File: config.mk
export PLATFORM = sky130hd
export DESIGN_NAME = sstl_learn_unit
export DESIGN_NICKNAME = d
export VERILOG_FILES = /design/src/rtl/sstl_pkg.sv /design/src/rtl/sstl_step_cell.sv /design/src/rtl/sstl_row_update.sv /design/src/rtl/sstl_template_bank.sv /design/src/rtl/sstl_ctrl.sv /design/src/rtl/sstl_learn_unit.sv
export SDC_FILE = /design/constraint.sdc
export NUM_CORES = 1
export LEC_CHECK = 0
export ABC_AREA = 1
export BUFFER_PORTS_ARGS = -buffer_cell sky130_fd_sc_hd__buf_2
export CAP_MARGIN = 20
export CORE_MARGIN = 10
export CORE_UTILIZATION = 40
export DETAILED_ROUTE_END_ITERATION = 10
export GPL_ROUTABILITY_DRIVEN = 0
export PLACE_DENSITY = 0.58
export SLEW_MARGIN = 20
export SYNTH_ARGS = -nofsm -noshare
export SYNTH_HDL_FRONTEND = slang
export SYNTH_SLANG_ARGS = --single-unit
export TNS_END_PERCENT = 100
File: constraint.sdc
create_clock -name clk -period 5 [get_ports clk]
set_input_delay 0.75 -clock clk [delete_from_list [all_inputs] [get_ports clk]]
set_output_delay 0.75 -clock clk [all_outputs]
set_load 0.01 [all_outputs]
File: src/rtl/sstl_pkg.sv
package sstl_pkg;

    typedef enum logic [2:0] {
        ST_IDLE,
        ST_RECODE,
        ST_WIN,
        ST_LO,
        ST_HI,
        ST_FIN
    } sstl_state_t;

    typedef enum logic [1:0] {
        MD_DOWN = 2'b00,
        MD_BIDIR = 2'b01,
        MD_MAP = 2'b10,
        MD_BIDIR2 = 2'b11
    } sstl_mode_t;

endpackage

File: src/rtl/sstl_step_cell.sv
module sstl_step_cell #(
    parameter int W = 8,
    parameter int STEP = 4
) (
    input  logic [W-1:0] x,
    input  logic [W-1:0] w,
    input  logic         down_only,
    output logic [W-1:0] w_nxt
);
    localparam logic [W-1:0] STEP_W = W'(STEP);
    localparam logic [W-1:0] FULL_W = '1;

    always_comb begin
        if (x < w) begin
            w_nxt = (w >= STEP_W) ? w - STEP_W : '0;
        end else if ((x > w) && !down_only) begin
            w_nxt = ((FULL_W - w) >= STEP_W) ? w + STEP_W : FULL_W;
        end else begin
            w_nxt = w;
        end
    end

    logic [W-1:0] delta;
    always_comb begin
        delta = (w_nxt > w) ? (w_nxt - w) : (w - w_nxt);
        a_r2_never_up: assert (!(down_only && (w_nxt > w)));
        a_r3_equal_hold: assert ((x != w) || (w_nxt == w));
        a_r4_step_bound: assert (delta <= STEP_W);
    end

endmodule

File: src/rtl/sstl_row_update.sv
module sstl_row_update #(
    parameter int N = 4,
    parameter int W = 8,
    parameter int STEP = 4
) (
    input  logic [N*W-1:0] vec,
    input  logic [N*W-1:0] row_cur,
    input  logic           down_only,
    output logic [N*W-1:0] row_nxt
);
    for (genvar c = 0; c < N; c++) begin : g_cell
        sstl_step_cell #(.W(W), .STEP(STEP)) u_cell (
            .x        (vec[c*W +: W]),
            .w        (row_cur[c*W +: W]),
            .down_only(down_only),
            .w_nxt    (row_nxt[c*W +: W])
        );
    end

endmodule

File: src/rtl/sstl_template_bank.sv
module sstl_template_bank #(
    parameter int M = 8,
    parameter int N = 4,
    parameter int W = 8,
    parameter int IW = 3,
    parameter int CW = 2
) (
    input  logic           clk,
    input  logic           rst_n,
    input  logic           wr_en,
    input  logic [IW-1:0]  wr_row,
    input  logic [N*W-1:0] wr_data,
    output logic [N*W-1:0] row_data,
    input  logic [IW-1:0]  rd_cat,
    input  logic [CW-1:0]  rd_comp,
    output logic [W-1:0]   rd_data
);
    logic [W-1:0] mem [M][N];

    always_ff @(posedge clk or negedge rst_n) begin
        if (!rst_n) begin
            for (int r = 0; r < M; r++) begin
                for (int c = 0; c < N; c++) begin
                    mem[r][c] <= '1;
                end
            end
        end else if (wr_en && (wr_row <= IW'(M-1))) begin
            for (int c = 0; c < N; c++) begin
                mem[wr_row][c] <= wr_data[c*W +: W];
            end
        end
    end

    for (genvar c = 0; c < N; c++) begin : g_rd
        assign row_data[c*W +: W] = mem[wr_row][c];
    end

    assign rd_data = mem[rd_cat][rd_comp];

endmodule

File: src/rtl/sstl_ctrl.sv
module sstl_ctrl
    import sstl_pkg::*;
#(
    parameter int M = 8,
    parameter int IW = 3
) (
    input  logic          clk,
    input  logic          rst_n,
    input  logic          start,
    input  logic          no_vig,
    input  logic [1:0]    mode,
    input  logic [IW-1:0] win_idx,
    output logic          take,
    output logic          busy,
    output logic          done,
    output logic          wr_en,
    output logic          recode,
    output logic [IW-1:0] wr_row,
    output logic          down_only
);
    localparam logic [IW-1:0] LAST = IW'(M-1);

    sstl_state_t   state, nxt;
    logic [IW-1:0] win_q;
    logic [IW-1:0] rr_q;
    sstl_mode_t    mode_q;
    logic          map_q;

    assign take      = start && (state == ST_IDLE);
    assign map_q     = (mode_q == MD_MAP);
    assign down_only = (mode_q == MD_DOWN);

    always_ff @(posedge clk or negedge rst_n) begin
        if (!rst_n) begin
            state <= ST_IDLE;
        end else begin
            state <= nxt;
        end
    end

    always_ff @(posedge clk or negedge rst_n) begin
        if (!rst_n) begin
            win_q  <= '0;
            mode_q <= MD_DOWN;
            rr_q   <= '0;
        end else begin
            if (take) begin
                win_q  <= win_idx;
                mode_q <= sstl_mode_t'(mode);
            end
            if (state == ST_RECODE) begin
                rr_q <= (rr_q == LAST) ? '0 : rr_q + 1'b1;
            end
        end
    end

    always_comb begin
        nxt = state;
        unique case (state)
            ST_IDLE:   if (start) nxt = no_vig ? ST_RECODE : ST_WIN;
            ST_RECODE: nxt = ST_FIN;
            ST_WIN: begin
                if (map_q && (win_q != '0))      nxt = ST_LO;
                else if (map_q && (win_q != LAST)) nxt = ST_HI;
                else                              nxt = ST_FIN;
            end
            ST_LO:     nxt = (win_q != LAST) ? ST_HI : ST_FIN;
            ST_HI:     nxt = ST_FIN;
            ST_FIN:    nxt = ST_IDLE;
            default:   nxt = ST_IDLE;
        endcase
    end

    always_comb begin
        busy   = (state != ST_IDLE);
        done   = 1'b0;
        wr_en  = 1'b0;
        recode = 1'b0;
        wr_row = win_q;
        unique case (state)
            ST_IDLE: ;
            ST_RECODE: begin
                wr_en  = 1'b1;
                recode = 1'b1;
                wr_row = rr_q;
            end
            ST_WIN: wr_en = 1'b1;
            ST_LO: begin
                wr_en  = 1'b1;
                wr_row = win_q - 1'b1;
            end
            ST_HI: begin
                wr_en  = 1'b1;
                wr_row = win_q + 1'b1;
            end
            ST_FIN:  done = 1'b1;
            default: ;
        endcase
    end

    a_r7_done_single: assert property (@(posedge clk) disable iff (!rst_n)
        done |=> !done);
    a_r7_busy_from_start: assert property (@(posedge clk) disable iff (!rst_n)
        $rose(busy) |-> $past(start));
    a_r8_latch_held: assert property (@(posedge clk) disable iff (!rst_n)
        (busy && start) |=> (win_q == $past(win_q)) && (mode_q == $past(mode_q)));
    a_r5_low_exists: assert property (@(posedge clk) disable iff (!rst_n)
        (state == ST_LO) |-> (win_q != '0));
    a_r5_high_exists: assert property (@(posedge clk) disable iff (!rst_n)
        (state == ST_HI) |-> (win_q != LAST));
    a_r6_ptr_hold: assert property (@(posedge clk) disable iff (!rst_n)
        (state != ST_RECODE) |=> $stable(rr_q));

endmodule

File: src/rtl/sstl_learn_unit.sv
module sstl_learn_unit #(
    parameter int M = 8,
    parameter int N = 4,
    parameter int W = 8,
    parameter int STEP = 4,
    localparam int IW = (M > 1) ? $clog2(M) : 1,
    localparam int CW = (N > 1) ? $clog2(N) : 1
) (
    input  logic           clk,
    input  logic           rst_n,
    input  logic           start,
    input  logic [1:0]     mode,
    input  logic           no_vig,
    input  logic [IW-1:0]  win_idx,
    input  logic [N*W-1:0] in_vec,
    input  logic [IW-1:0]  rd_cat,
    input  logic [CW-1:0]  rd_comp,
    output logic [W-1:0]   rd_data,
    output logic           busy,
    output logic           done
);
    logic           take, wr_en, recode, down_only;
    logic [IW-1:0]  wr_row;
    logic [N*W-1:0] vec_q, row_cur, row_nxt, wr_data;

    always_ff @(posedge clk or negedge rst_n) begin
        if (!rst_n) begin
            vec_q <= '0;
        end else if (take) begin
            vec_q <= in_vec;
        end
    end

    sstl_ctrl #(.M(M), .IW(IW)) u_ctrl (
        .clk      (clk),
        .rst_n    (rst_n),
        .start    (start),
        .no_vig   (no_vig),
        .mode     (mode),
        .win_idx  (win_idx),
        .take     (take),
        .busy     (busy),
        .done     (done),
        .wr_en    (wr_en),
        .recode   (recode),
        .wr_row   (wr_row),
        .down_only(down_only)
    );

    sstl_row_update #(.N(N), .W(W), .STEP(STEP)) u_upd (
        .vec      (vec_q),
        .row_cur  (row_cur),
        .down_only(down_only),
        .row_nxt  (row_nxt)
    );

    assign wr_data = recode ? vec_q : row_nxt;

    sstl_template_bank #(.M(M), .N(N), .W(W), .IW(IW), .CW(CW)) u_bank (
        .clk     (clk),
        .rst_n   (rst_n),
        .wr_en   (wr_en),
        .wr_row  (wr_row),
        .wr_data (wr_data),
        .row_data(row_cur),
        .rd_cat  (rd_cat),
        .rd_comp (rd_comp),
        .rd_data (rd_data)
    );

    a_r8_vec_held: assert property (@(posedge clk) disable iff (!rst_n)
        busy |=> $stable(vec_q));

endmodule

==> implementation parameters <==
Parameter                              Value

Outcome
  Status    finished clean

Global routing
  Maximum number of pins on one net before global-route repair    110
  Vias in the first global route    17786
  Antenna violations before repair    2
  Combined global-route utilization of all metal layers    23.66%
  Overflow left after global routing    0
  Global-route wire length before repair    106.4 mm

Synth
  EDFF count, synth    0
  Number of warnings reported in the yosys synthesis log    0
  Cells after synthesis    2698
  Portion of the post-synthesis area used by sequential elements    40.17%
  Async S/R FF share, synth    100.0%
  Top post-synthesis cells by count    nand2_1, o21ai_0, nand3_1
  Cells taking the most area after synthesis    dfstp_2, nand2_1, o21ai_0
  Number of unique standard cell types used by synthesis    51
  Largest area contributor in the netlist    dfstp_2
  Net count after synthesis    2794
  Cell with the most instances after synthesis    nand2_1
  Synth Flop Type    dfstp_2
  Post-synthesis average cell area    7.200 um2
  Register bit count reported by yosys    299
  Share of Yosys cell area claimed by the top area cell type    34.63%
  Cell area after synthesis    19420 um2

Clock tree
  Clock Sinks    299
  Maximum number of buffers from clock root to sink    3
  TritonCTS clock tree    yes
  Hold-fix buffer count after cts    0
  Number of buffers created by CTS    37
  Clock Pin Slew Worst Setup and Hold Paths    0.06 ns
  Root Buffer    clkbuf_16
  H-Tree Depth    2
  Insertion delay to the later sink of the worst-skew pair    0.57 ns

Final layout
  Number of nets in the layout    2789
  Layout-stage area growth over the synthesis result    11.69%
  Share of cells above drive strength 1    21.50%
  Final design instance area without fill    21700 um2
  End-of-flow core utilization    45.35%

Floorplan
  Floorplan die height    240.4 um
  Width of the chip    240.4 um
  Starting Density    40.60%
  Num ports    56
  Placeable core region    47850 um2
  Area of the die    57780 um2
  # rows    80

Timing
  Minimum period implied by the final worst setup slack    4.631 ns
  Final setup violating endpoints    0
  RSZ-0062 raised after global routing    false
  Worst setup margin    0.3694 ns
  Slew Limit Headroom    24.14%
  Achievable Freq    216.0 MHz
  Sum of negative setup slack    0 ns
  Hold Vio Cnt, Final    0
  Tcrit/Tclk final    92.61%
  Largest clock skew in the final design    0.02009 ns
  Least-Margin Pin Slew    1.137 ns
  Pins over their slew limit    0

Placed design
  Pre-CTS WS    0.2040 ns
  Instance area at placement    20450 um2
  Number of input and output port buffers inserted    55
  DP Wirelength    42.67 mm

Detailed routing
  Via Count    19024
  Number of detailed-route iterations in the first pass    6
  WL per Instance    20.71 um
  Vias per std cell    5.701
  ANT nets after route    0
  DRC violations left    0
  Routed wire length    69.12 mm
  Detailed router's first-iteration violation count    2063

Worst setup path
  Data arrival time of the critical path    5.09 ns
  Worst setup path class    reg2reg
  CP Max Fanout    9
  Critical path required time    5.46 ns
  Sort of element at the start of the critical path    flop
  Endpoint class of the critical path    flop

Flow run
  Maximum capacitance violations    0

Hold path
  Path class of the lowest-slack min-delay path    in2async
worst max-delay path, cell delays in order (launching register included):
cell and delay (ns):
dfrtp_2 0.41, nor2_2 0.07, nand2_2 0.14, inv_1 0.07, fa_1 0.42, xnor2_1 0.15
nand2_1 0.06, nand2_1 0.07, nand3_2 0.20, nand2_4 0.28, inv_6 0.11, buf_4 0.20
a22o_1 0.19, nor2_2 0.19, ha_1 0.29, a21oi_1 0.16, o21ai_0 0.10, nand2_1 0.07
o2111ai_1 0.14, buf_4 0.20, inv_1 0.21, nand2_1 0.09, nand2_1 0.08, a21oi_1 0.05
a21oi_2 0.39, o21ai_0 0.15
routing by layer:
layer,track usage (%),part of all wire [%],vias up,wire [um]
met5,0,0.038,-,26
met4,8.436,3.2,4,2201
met3,4.099,8.4,159,5814
met2,37.82,45,878,31370
met1,31.58,43,9111,29710
li1,-,-,8872,-
worst paths after layout:
kind	from	to	slack, ns	cells past startpoint
max	u_ctrl.state[0]	u_bank.mem[168]	0.37	25
min reg2reg	u_bank.mem[182]	u_bank.mem[182]	0.47	2
min in group clk	in_vec[30]	vec_q[30]	0.41	2
max reg2reg	u_ctrl.state[0]	u_bank.mem[168]	0.37	25
min	rst_n	vec_q[31]	0.23	1
max in group asynchronous	rst_n	vec_q[17]	3.68	2
final cells by class:
cell class / instances / area [um2]
diodes: 1 / 2.502
clock buffers: 61 / 1120
clock inverters: 6 / 58.81
fillers: 4898 / 26150
inverters: 205 / 779.5
multi-input cells: 2031 / 10220
flip-flops and latches: 299 / 7804
well taps: 615 / 769.5
repair buffers: 119 / 940.9
through the flow:
step | instances | hold slack [ns]
6_report | 3337 | 0.2289
5_1_grt | 3336 | 0.2963
4_1_cts | 3334 | 0.2578
3_5_place_dp | 3267 | 0.4585
3_3_place_gp | 3267 | 0.4561
2_1_floorplan | 2698 | 0.4481
registers in the layout, indices dropped and copies added, names as in the netlist:
| name | count |
|---|---|
| u_bank.mem | 256 |
| vec_q | 32 |
| u_ctrl.rr_q | 3 |
| u_ctrl.state | 3 |
| u_ctrl.win_q | 3 |
| u_ctrl.mode_q | 2 |
kinds of logic (layout without fill, tap and decap cells):
family	Yosys count	after routing	share of synthesized area [%]
simple gates	1379	1379	30.36
compound gates	558	558	16.19
buf+inv	368	391	7.717
flops	299	299	40.17
fa+ha+maj	50	50	3.259
mux	25	25	1.449
xor+xnor	19	19	0.8567
other cells	0	1	0
repair_timing:
action	4_1_cts	5_1_grt
buffers inserted	0	2
resized for setup	0	15
endpoints found under the setup margin	0	136
cells in the final DEF (no fill, tap or decap), types with 17 or more instances in the layout:
cell / count
inv_1: 182
ha_1: 49
dfrtp_1: 42
o21ai_1: 48
o21ai_0: 276
buf_4: 50
o211ai_1: 33
nor2_1: 239
o221ai_1: 21
a21oi_1: 123
clkbuf_1: 17
nand3_1: 254
mux2_2: 25
buf_2: 54
or2_2: 22
nor2_2: 20
dfstp_2: 256
nor2_4: 17
nand2_1: 770
clkbuf_16: 40
Power is left out: the tool's default activity adds up to more than one toggle a clock period on the data nets, which glitch-free logic cannot reach.
